### src/rtl/stk_pkg.sv
// Package: shared widths, opcode values and type definitions for the
// stack bytecode core. Assumes 32-bit stack words and four local slots.
package stk_pkg;
    localparam int WORD_W = 32;
    localparam int NSLOT  = 4;
    localparam int SLOT_W = 2;

    localparam logic [7:0] OP_CONST_LO = 8'h02;
    localparam logic [7:0] OP_CONST_HI = 8'h08;
    localparam logic [7:0] OP_PUSHB    = 8'h10;
    localparam logic [7:0] OP_LOAD_LO  = 8'h1a;
    localparam logic [7:0] OP_LOAD_HI  = 8'h1d;
    localparam logic [7:0] OP_STORE_LO = 8'h3b;
    localparam logic [7:0] OP_STORE_HI = 8'h3e;
    localparam logic [7:0] OP_ADD      = 8'h60;
    localparam logic [7:0] OP_RET      = 8'hb1;

    typedef enum logic [2:0] {
        ST_IDLE, ST_FETCH, ST_IMM, ST_HALT, ST_FAULT
    } core_state_t;

    typedef enum logic [1:0] {
        SK_NONE, SK_PUSH, SK_POP, SK_ADD
    } stk_op_t;

    typedef enum logic [2:0] {
        K_CONST, K_PUSHB, K_LOAD, K_STORE, K_ADD, K_RET, K_BAD
    } op_kind_t;

    typedef struct packed {
        op_kind_t            kind;
        logic [SLOT_W-1:0]   slot;
        logic [WORD_W-1:0]   cval;
    } dec_t;
endpackage

### src/rtl/bc_decode.sv
// Module: bc_decode
// Classifies one opcode byte. Derives the slot index from the opcode for
// load and store, and the constant value for the small-constant group.
// Purely combinational; assumes nothing about the state of the core.
module bc_decode
    import stk_pkg::*;
(
    input  logic [7:0] op,
    output dec_t       dec
);
    // Map the opcode byte onto its instruction kind and embedded operand.
    always_comb begin
        dec.kind = K_BAD;
        dec.slot = '0;
        dec.cval = '0;
        if (op >= OP_CONST_LO && op <= OP_CONST_HI) begin
            dec.kind = K_CONST;
            dec.cval = WORD_W'(op) - WORD_W'(3);
        end else if (op >= OP_LOAD_LO && op <= OP_LOAD_HI) begin
            dec.kind = K_LOAD;
            dec.slot = SLOT_W'(op - OP_LOAD_LO);
        end else if (op >= OP_STORE_LO && op <= OP_STORE_HI) begin
            dec.kind = K_STORE;
            dec.slot = SLOT_W'(op - OP_STORE_LO);
        end else if (op == OP_PUSHB) begin
            dec.kind = K_PUSHB;
        end else if (op == OP_ADD) begin
            dec.kind = K_ADD;
        end else if (op == OP_RET) begin
            dec.kind = K_RET;
        end
    end
endmodule

### src/rtl/bc_opstack.sv
// Module: bc_opstack
// Operand stack of DEPTH words with a fill counter. Supports push, pop and
// an in-place add of the two top entries. Assumes the caller never issues
// an operation the current fill level cannot support (checked below).
module bc_opstack
    import stk_pkg::*;
#(
    parameter int DEPTH = 8
)(
    input  logic              clk,
    input  logic              rst_n,
    input  logic              clear,
    input  stk_op_t           op,
    input  logic [WORD_W-1:0] push_val,
    output logic [WORD_W-1:0] top,
    output logic [WORD_W-1:0] nxt,
    output logic [$clog2(DEPTH+1)-1:0] cnt
);
    localparam int CNT_W = $clog2(DEPTH + 1);
    localparam int IDX_W = $clog2(DEPTH);

    logic [WORD_W-1:0] mem [DEPTH];
    logic [IDX_W-1:0]  top_idx, nxt_idx, put_idx;

    assign put_idx = IDX_W'(cnt);
    assign top_idx = IDX_W'(cnt - CNT_W'(1));
    assign nxt_idx = IDX_W'(cnt - CNT_W'(2));
    assign top     = mem[top_idx];
    assign nxt     = mem[nxt_idx];

    // Track how many entries are live.
    always_ff @(posedge clk) begin
        if (!rst_n || clear) begin
            cnt <= '0;
        end else begin
            unique case (op)
                SK_PUSH: cnt <= cnt + CNT_W'(1);
                SK_POP,
                SK_ADD:  cnt <= cnt - CNT_W'(1);
                default: cnt <= cnt;
            endcase
        end
    end

    // Write pushed values and add results into the storage words.
    always_ff @(posedge clk) begin
        if (rst_n && !clear) begin
            if (op == SK_PUSH) mem[put_idx] <= push_val;
            else if (op == SK_ADD) mem[nxt_idx] <= top + nxt;
        end
    end

    a_r7_no_overflow: assert property (@(posedge clk) disable iff (!rst_n)
        (op == SK_PUSH) |-> (cnt < CNT_W'(DEPTH)));
    a_r7_no_underflow: assert property (@(posedge clk) disable iff (!rst_n)
        (op == SK_POP) |-> (cnt != '0));
    a_r6_add_operands: assert property (@(posedge clk) disable iff (!rst_n)
        (op == SK_ADD) |-> (cnt >= CNT_W'(2)));
    a_r6_add_result: assert property (@(posedge clk) disable iff (!rst_n)
        (op == SK_ADD && !clear) |=> (top == $past(top) + $past(nxt)));
endmodule

### src/rtl/bc_locals.sv
// Module: bc_locals
// Array of NSLOT local-variable words, one write port from the core, one
// read port for loads and one read port for debug. Reset clears all slots.
module bc_locals
    import stk_pkg::*;
(
    input  logic              clk,
    input  logic              rst_n,
    input  logic              wr_en,
    input  logic [SLOT_W-1:0] wr_slot,
    input  logic [WORD_W-1:0] wr_data,
    input  logic [SLOT_W-1:0] rd_slot,
    output logic [WORD_W-1:0] rd_data,
    input  logic [SLOT_W-1:0] dbg_slot,
    output logic [WORD_W-1:0] dbg_data
);
    logic [WORD_W-1:0] slot_q [NSLOT];

    for (genvar s = 0; s < NSLOT; s++) begin : g_slot
        // Hold one slot; load it when the core stores to its index.
        always_ff @(posedge clk) begin
            if (!rst_n)
                slot_q[s] <= '0;
            else if (wr_en && wr_slot == SLOT_W'(s))
                slot_q[s] <= wr_data;
        end

        a_r5_slot_written: assert property (@(posedge clk) disable iff (!rst_n)
            (wr_en && wr_slot == SLOT_W'(s)) |=> (slot_q[s] == $past(wr_data)));
        a_r11_slot_kept: assert property (@(posedge clk) disable iff (!rst_n)
            !(wr_en && wr_slot == SLOT_W'(s)) |=> $stable(slot_q[s]));
    end

    assign rd_data  = slot_q[rd_slot];
    assign dbg_data = slot_q[dbg_slot];
endmodule

### src/rtl/bc_control.sv
// Module: bc_control
// Fetch/execute sequencer. Holds the program counter and the run state,
// decodes the byte at the counter and drives the stack and slot ports.
// Assumes the code byte is valid in the same cycle as its address.
module bc_control
    import stk_pkg::*;
#(
    parameter int ADDR_W = 12,
    parameter int DEPTH  = 8
)(
    input  logic              clk,
    input  logic              rst_n,
    input  logic              start,
    output logic [ADDR_W-1:0] pc,
    input  logic [7:0]        code_data,
    input  dec_t              dec,
    input  logic [$clog2(DEPTH+1)-1:0] stk_cnt,
    output stk_op_t           stk_op,
    output logic [WORD_W-1:0] push_val,
    output logic              stk_clear,
    input  logic [WORD_W-1:0] loc_rd,
    output logic              loc_we,
    output logic              done,
    output logic              error
);
    localparam int CNT_W = $clog2(DEPTH + 1);

    core_state_t       state, state_n;
    logic [ADDR_W-1:0] pc_n;
    logic              full, empty, two;

    assign full      = (stk_cnt == CNT_W'(DEPTH));
    assign empty     = (stk_cnt == '0);
    assign two       = (stk_cnt >= CNT_W'(2));
    assign stk_clear = start;

    // Choose the next state, counter and stack/slot action for this cycle.
    always_comb begin
        state_n  = state;
        pc_n     = pc;
        stk_op   = SK_NONE;
        push_val = '0;
        loc_we   = 1'b0;
        if (start) begin
            state_n = ST_FETCH;
            pc_n    = '0;
        end else begin
            unique case (state)
                ST_FETCH: begin
                    unique case (dec.kind)
                        K_CONST: if (full) state_n = ST_FAULT;
                                 else begin
                                     stk_op   = SK_PUSH;
                                     push_val = dec.cval;
                                     pc_n     = pc + ADDR_W'(1);
                                 end
                        K_PUSHB: if (full) state_n = ST_FAULT;
                                 else begin
                                     state_n = ST_IMM;
                                     pc_n    = pc + ADDR_W'(1);
                                 end
                        K_LOAD:  if (full) state_n = ST_FAULT;
                                 else begin
                                     stk_op   = SK_PUSH;
                                     push_val = loc_rd;
                                     pc_n     = pc + ADDR_W'(1);
                                 end
                        K_STORE: if (empty) state_n = ST_FAULT;
                                 else begin
                                     stk_op = SK_POP;
                                     loc_we = 1'b1;
                                     pc_n   = pc + ADDR_W'(1);
                                 end
                        K_ADD:   if (!two) state_n = ST_FAULT;
                                 else begin
                                     stk_op = SK_ADD;
                                     pc_n   = pc + ADDR_W'(1);
                                 end
                        K_RET:   state_n = ST_HALT;
                        default: state_n = ST_FAULT;
                    endcase
                end
                ST_IMM: begin
                    stk_op   = SK_PUSH;
                    push_val = {{(WORD_W-8){code_data[7]}}, code_data};
                    pc_n     = pc + ADDR_W'(1);
                    state_n  = ST_FETCH;
                end
                default: ;
            endcase
        end
    end

    // Register the run state and program counter.
    always_ff @(posedge clk) begin
        if (!rst_n) begin
            state <= ST_IDLE;
            pc    <= '0;
        end else begin
            state <= state_n;
            pc    <= pc_n;
        end
    end

    assign done  = (state == ST_HALT);
    assign error = (state == ST_FAULT);

    a_r2_start_entry: assert property (@(posedge clk) disable iff (!rst_n)
        start |=> (state == ST_FETCH && pc == '0));
    a_r3_imm_one_cycle: assert property (@(posedge clk) disable iff (!rst_n)
        (state == ST_IMM && !start) |=> (state == ST_FETCH && pc == $past(pc) + ADDR_W'(1)));
    a_r9_done_sticky: assert property (@(posedge clk) disable iff (!rst_n)
        (done && !start) |=> (done && $stable(pc)));
    a_r8_fault_frozen: assert property (@(posedge clk) disable iff (!rst_n)
        (error && !start) |=> (error && $stable(pc)));
    a_r8_quiet_when_stopped: assert property (@(posedge clk) disable iff (!rst_n)
        (done || error || state == ST_IDLE) |-> (!loc_we && stk_op == SK_NONE));
    a_r8_flags_exclusive: assert property (@(posedge clk) disable iff (!rst_n)
        !(done && error));
endmodule

### src/rtl/stack_bc_core.sv
// Module: stack_bc_core (top)
// Stack bytecode core: sequencer, opcode decoder, operand stack and local
// slot array. Assumes a code memory with a combinational byte read.
module stack_bc_core
    import stk_pkg::*;
#(
    parameter int ADDR_W = 12,
    parameter int DEPTH  = 8
)(
    input  logic              clk,
    input  logic              rst_n,
    input  logic              start,
    output logic [ADDR_W-1:0] code_addr,
    input  logic [7:0]        code_data,
    output logic              done,
    output logic              error,
    input  logic [SLOT_W-1:0] dbg_slot,
    output logic [WORD_W-1:0] dbg_data
);
    localparam int CNT_W = $clog2(DEPTH + 1);

    dec_t              dec;
    stk_op_t           stk_op;
    logic [WORD_W-1:0] push_val, stk_top, stk_nxt, loc_rd;
    logic [CNT_W-1:0]  stk_cnt;
    logic              stk_clear, loc_we;

    bc_decode u_dec (
        .op  (code_data),
        .dec (dec)
    );

    bc_control #(.ADDR_W(ADDR_W), .DEPTH(DEPTH)) u_ctl (
        .clk       (clk),
        .rst_n     (rst_n),
        .start     (start),
        .pc        (code_addr),
        .code_data (code_data),
        .dec       (dec),
        .stk_cnt   (stk_cnt),
        .stk_op    (stk_op),
        .push_val  (push_val),
        .stk_clear (stk_clear),
        .loc_rd    (loc_rd),
        .loc_we    (loc_we),
        .done      (done),
        .error     (error)
    );

    bc_opstack #(.DEPTH(DEPTH)) u_stk (
        .clk      (clk),
        .rst_n    (rst_n),
        .clear    (stk_clear),
        .op       (stk_op),
        .push_val (push_val),
        .top      (stk_top),
        .nxt      (stk_nxt),
        .cnt      (stk_cnt)
    );

    bc_locals u_loc (
        .clk      (clk),
        .rst_n    (rst_n),
        .wr_en    (loc_we),
        .wr_slot  (dec.slot),
        .wr_data  (stk_top),
        .rd_slot  (dec.slot),
        .rd_data  (loc_rd),
        .dbg_slot (dbg_slot),
        .dbg_data (dbg_data)
    );

    logic unused_nxt;
    assign unused_nxt = ^stk_nxt;
endmodule

### config.mk
export PLATFORM = sky130hd
export DESIGN_NAME = stack_bc_core
export DESIGN_NICKNAME = d
export VERILOG_FILES = /design/src/rtl/stk_pkg.sv /design/src/rtl/bc_decode.sv /design/src/rtl/bc_opstack.sv /design/src/rtl/bc_locals.sv /design/src/rtl/bc_control.sv /design/src/rtl/stack_bc_core.sv
export SDC_FILE = /design/constraint.sdc
export NUM_CORES = 1
export LEC_CHECK = 0
export ABC_AREA = 1
export CELL_PAD_IN_SITES_DETAIL_PLACEMENT = 0
export CELL_PAD_IN_SITES_GLOBAL_PLACEMENT = 1
export CORE_MARGIN = 10
export CORE_UTILIZATION = 48
export DETAILED_ROUTE_END_ITERATION = 8
export PLACE_DENSITY = 0.78
export SYNTH_ARGS = -nofsm -noshare
export SYNTH_HDL_FRONTEND = slang
export SYNTH_SLANG_ARGS = --single-unit
### constraint.sdc
create_clock -name clk -period 5.35 [get_ports clk]
set_clock_uncertainty 0.05 [all_clocks]
set_input_delay 1.07 -clock clk [delete_from_list [all_inputs] [get_ports clk]]
set_output_delay 1.07 -clock clk [all_outputs]
set_load 0.1 [all_outputs]
==> results of run 1 <==
flip-flops by register name, summed over array words and instances, names as in the netlist:
register	count
u_stk.mem	256
u_stk.cnt	4
u_loc.slot_q	128
u_ctl.state	3
u_ctl.pc	12
final timing paths:
kind / from / to
hold / removal: u_stk.cnt[3] / u_stk.cnt[3]
setup reg to reg: u_stk.cnt[0] / u_stk.mem[2][30]
hold reg to reg: u_stk.cnt[3] / u_stk.cnt[3]
setup / recovery: u_stk.cnt[0] / u_stk.mem[2][30]
power breakdown:
part           internal (mW)  switching (mW)
Combinational          0.276           0.653
Clock                   1.82            1.27
Sequential              3.47          0.0241
Total                   5.56            1.95
placed cells by master, fill, tap and decap left out, types with 3 or more instances in the layout:
master           Yosys  routed
clkinv_2             0       8
bufinv_16            0       5
nand3_1            132     131
dfxtp_1             19      17
a21oi_1            272     272
nand2_2              2       3
clkbuf_1           106       4
xor2_1              31      31
o22ai_1             33      33
edfxtp_1           384     384
o21a_1               5       5
inv_6                0       3
clkdlybuf4s50_1      0      25
nand2_1            486     485
inv_2               20      20
clkbuf_16            0      46
nand4_1             31      31
ha_1                43      42
inv_1              222     221
a31oi_1             33      33
buf_12               0      44
o21ai_0            447     447
buf_4                9      86
nor2_1             352     343
clkinv_4             0       4
nor2_2               3       4
o211ai_1            32      32
nor3_1              10      10
nor2_4               1       9
clkinv_1             3      12
o21ai_1              7       7
xnor2_1             11      11
stage by stage:
| step | hold WS, ns | power (mW) | worst slack, ns |
|---|---|---|---|
| final | 0.430 | 7.51 | 0.499 |
| after global routing | 0.456 | 7.77 | 0.213 |
| after CTS | 0.431 | 7.55 | 0.655 |
| after detailed placement | 0.421 | 4.48 | 0.582 |
| after global placement | 0.401 | 4.47 | 0.648 |
| after floorplan | 0.394 | 4.14 | 0.480 |
cell families (layout without fill, tap and decap cells):
kind of cell | after synthesis | after routing
buffers and inverters | 420 | 483
XOR/XNOR | 42 | 42
AO/OA/AOI/OAI | 837 | 837
AND/OR/NAND/NOR | 1029 | 1029
adder cells (fa/ha/maj) | 44 | 44
flip-flops | 403 | 403
other | 0 | 1
routing by layer:
layer  vias up  part of all wire  global-route usage
met2       795              0.47               0.408
met4         0             0.032              0.0963
met5         -                 0                   0
met3       145             0.081              0.0400
met1      9525              0.42               0.328
li1       9638                 -                   -
layout make-up:
type,instances,area [um2]
Clock buffer,50,1170
Fill cell,4305,21200
Antenna cell,1,2.50
Clock inverter,31,308
Timing Repair Buffer,156,1780
Sequential cell,403,11900
Inverter,246,931
Multi-Input combinational cell,1952,9620
Tap cell,615,769
worst max-delay path: cells and delay by family (launching register included):
family	cells	cell delay, ns
AO/OA/AOI/OAI	7	1.58
AND/OR/NAND/NOR	4	0.46
XOR/XNOR	1	0.16
flip-flops	1	0.57
buffers and inverters	4	0.81
adder cells (fa/ha/maj)	2	0.75
==> results.cfg, run 1 <==
[logic_synthesis]
syn_area_per_cell_um2 = 8.34
synth_top_area_frac = 0.499
synth_compound_area_frac = 0.190
synth-adder-area-share = 0.0241
synth_area_um2 = 23100
ys.warnings.count = 0
muxShareOfSynthArea = 0
synth_top_cells_by_count = nand2_1 (486), o21ai_0 (447), edfxtp_1 (384)
syn_inst = 2775
synth_enable_flop_cells = 384
synth_top_family_by_area = compound AO/OA/AOI/OAI gates
synth-simple-area-share = 0.182
synth_top_area_cell = edfxtp_1
yosysUniqueCellTypes = 46
synth.top_cells.by_area = edfxtp_1 (50%), o21ai_0 (9.7%), nand2_1 (7.9%)
synth_seq_cells = 403
syn_nets = 2832
synthArstFlopShare = 0
post_synth_xor_area_fraction = 0.0159
yosysMostFrequentCell = nand2_1
seq_area_frac_synth = 0.515
synth_top_flop_cell = edfxtp_1

[layout]
syn2layout_area_growth_pct = 14.5
final_layout_size_suffix_gt1_frac = 0.0881
num-nets-final = 2861
fin_util = 0.556
stdcell_count = 3454
final_cell_area_um2 = 26500

[power]
vdd_drop_max_uv = 312
p_leak_nw = 10.2
power.density_nw_per_um2 = 283

[placed_design]
placed_cell_area_um2 = 25000
numPortBuffers = 58
dp.cells = 3372
gp_congestion = 0.959
hpwlAfterDp_mm = 48.5

[detailed_routing]
drtIter0Drc = 2210
ant_nets = 0
vias = 20100
drc = 0
totalWireLength_mm = 72.4
wire_per_inst_um = 21.0
drt-pass1-iter-count = 6
vias_per_cell = 5.82

[floorplanning]
dieArea_um2 = 57400
rows = 80
core_area_um2 = 47600
dieHeight_um = 240
die_x_um = 240
ios = 59
start_util = 0.485

[timing]
timing.final.crit_share = 0.907
max-slew-margin-rel = 0.330
rsz0062_at_grt = false
finalSetupTns_ns = 0
finalHoldViolCount = 0
fin_crit_ns = 4.85
setup_viol = 0
worst_slew_pin_slew_ns = 1.00
max_freq_mhz = 206
drv_slew = 0

[worst_setup_path]
ff2ff_setup_slack_ns = 0.50
slowest_stage = dfxtp_4
required_ns = 5.55
max_stage_delay_ns = 0.57
critPathLaunchType = flip-flop
worstPathArrival_ns = 5.05
worst-path-max-fanout = 95
path_class = reg2reg
crit_chain = inv_6 > ha_4 > buf_12 > o21ai_0 > o21ai_0 > inv_1 > o21ai_0 > ha_1 > a21oi_1 > o21ai_0 > a21oi_1 > o21ai_0 > buf_4 > nand4_1 > nand2_1 > xor2_1 > nand2_1 > nand2_1
crit_top_cell = o21ai_0
end_kind = flip-flop
worst_r2r_path_depth = 18

[cts]
clkTransAtPathRegs_ns = 0.06
ctsHoldBuffers = 0
clock_insertion_delay_worst_skew_ns = 0.58
cts_max_path_buffers = 3
htree_levels = 2
cts_made_buffers = 45
cts_resized = 0
cts_root_buffer = clkbuf_16
clock-sinks = 403
cts_tree = yes
cts_setup_buffers = 0

[job]
cap_violations = 0

[hold_path]
hp-class = reg2reg
min_path_cells = 2

[global_route]
grt.total_usage = 0.250
antenna_found_initial = 1
grt_max_degree = 227
grt-ovfl-total = 0
grt_pass1_vias = 19300
grt_pass1_wl_mm = 111

[run_status]
status = completed
(Power assumes the default switching activity.)
==> inputs of run 2 (changes only) <==
- CORE_MARGIN: 10 -> unset
==> results.cfg, run 2 (same netlist as run 1, synthesis figures left out) <==
[run_status]
status = completed

[layout]
antennaDiodeCount = 0
top_register = u_stk.mem
final_cell_area_um2 = 26400
syn2layout_area_growth_pct = 13.9
stdcell_count = 3440
num-nets-final = 2847
largest_register_ff_count = 256
final_cell_mix = nand2_1 (485), o21ai_0 (447), edfxtp_1 (384), nor2_1 (343), a21oi_1 (272)
final_layout_size_suffix_gt1_frac = 0.0825
layout_commonest_cell = nand2_1
nFillCells = 4372
reg_top3 = u_stk.mem (256), u_loc.slot_q (128), u_ctl.pc (12)
multi_input_area_um2 = 9620
regArea_um2 = 11900

[detailed_routing]
vias_per_cell = 5.93
vias = 20400
drc = 0
totalWireLength_mm = 73.8
drt-pass1-iter-count = 6
ant_nets = 0
drtIter0Drc = 2349
wire_per_inst_um = 21.4

[global_route]
grt_max_degree = 201
grt_pass1_vias = 18900
grt-ovfl-total = 0
antenna_found_initial = 0
grt.total_usage = 0.297
grt_pass1_wl_mm = 112

[power]
comb_power_share = 0.122
vdd_drop_max_uv = 260
p_seq_frac = 0.459
swShare = 0.262
clock_power_share = 0.418
power.density_nw_per_um2 = 289
netSwitchingPower_mw = 1.99
p_leak_nw = 10.1
p_int_mw = 5.61

[cts]
cts_setup_buffers = 0
cts_max_path_buffers = 3
clkTransAtPathRegs_ns = 0.07
cts_made_buffers = 45
cts_root_buffer = clkbuf_16
cts_resized = 0
ctsHoldBuffers = 0
clock-sinks = 403
clock_insertion_delay_worst_skew_ns = 0.59
htree_levels = 2
cts_tree = yes

[timing]
max-slew-margin-rel = 0.260
max_freq_mhz = 213
drv_slew = 0
fin_crit_ns = 4.70
worst_slew_pin_slew_ns = 1.11
finalSetupTns_ns = 0
timing.final.crit_share = 0.879
setup_viol = 0
finalHoldViolCount = 0
rsz0062_at_grt = false

[floorplanning]
dieHeight_um = 222
core_area_um2 = 47600
dieArea_um2 = 49100
start_util = 0.485
die_x_um = 222
ios = 59
rows = 80

[worst_setup_path]
path_class = reg2reg
end_kind = flip-flop
worstPathArrival_ns = 5.01
critPathLaunchType = flip-flop
worst-path-max-fanout = 11
required_ns = 5.66

[placed_design]
placed_cell_area_um2 = 24900
numPortBuffers = 58
hpwlAfterDp_mm = 48.0
gp_congestion = 0.950
dp.cells = 3358

[hold_path]
hp-class = reg2reg

[job]
cap_violations = 0
==> run 2: changes by cell type in the layout (fill, tap and decap cells not counted) <==
cell,delta
diode_2,-1
inv_6,-2
bufinv_16,+1
clkinv_2,-2
clkinvlp_4,+2
clkbuf_1,+4
clkinv_4,-3
buf_4,-9
inv_16,+1
buf_12,-5
==> run 2: final timing paths <==
path | start | to | slack (ns) | cells past startpoint
max | u_stk.cnt[2] | u_stk.mem[0][30] | 0.65 | 15
min | u_stk.cnt[3] | u_stk.cnt[3] | 0.43 | 2
max reg2reg | u_stk.cnt[2] | u_stk.mem[0][30] | 0.65 | 15
min reg2reg | u_stk.cnt[3] | u_stk.cnt[3] | 0.43 | 2
==> run 2: final cells by class <==
class	count	area share
clock buffers	54	0.0448
repair buffers	142	0.0613
multi-input cells	1952	0.365
clock inverters	28	0.0121
inverters	246	0.0353
flip-flops and latches	403	0.452
well taps	615	0.0292
==> run 2: worst max-delay path, cell delays in order (launching register included) <==
cell and delay [ns]:
dfxtp_1 0.50, inv_1 0.15, ha_1 0.34, clkinv_1 0.42, o21ai_0 0.61, inv_1 0.12
fa_1 0.44, o21ai_0 0.18, buf_4 0.17, a21boi_0 0.12, o21ai_0 0.43, nand4_1 0.14
nand2_1 0.17, xor2_1 0.25, nand2_1 0.08, nand2_1 0.29
==> run 2: metal layers <==
metal,part of all wire,GRT usage,up-vias
li1,-,-,9587
met1,0.45,0.434,9735
met2,0.45,0.457,944
met3,0.081,0.0432,128
met4,0.024,0.0916,0
met5,0,0,-
==> run 2: power groups by stage <==
stage | logic [mW] | clock network (mW) | registers (mW)
finish | 0.931 | 3.18 | 3.49
detailed placement | 0.921 | 0 | 3.56
floorplan | 0.582 | 0 | 3.56
global placement | 0.920 | 0 | 3.56
global route | 0.995 | 3.32 | 3.50
CTS | 0.924 | 3.21 | 3.49
==> run 2: per-stage QoR <==
stage | utilization | worst slack, ns | power (mW) | hold WS (ns)
2_1_floorplan | - | 0.480 | 4.14 | 0.394
3_3_place_gp | 0.522 | 0.642 | 4.48 | 0.405
3_5_place_dp | 0.522 | 0.648 | 4.48 | 0.412
4_1_cts | 0.553 | 0.640 | 7.62 | 0.421
5_1_grt | 0.553 | 0.353 | 7.81 | 0.476
6_report | 0.553 | 0.650 | 7.60 | 0.425
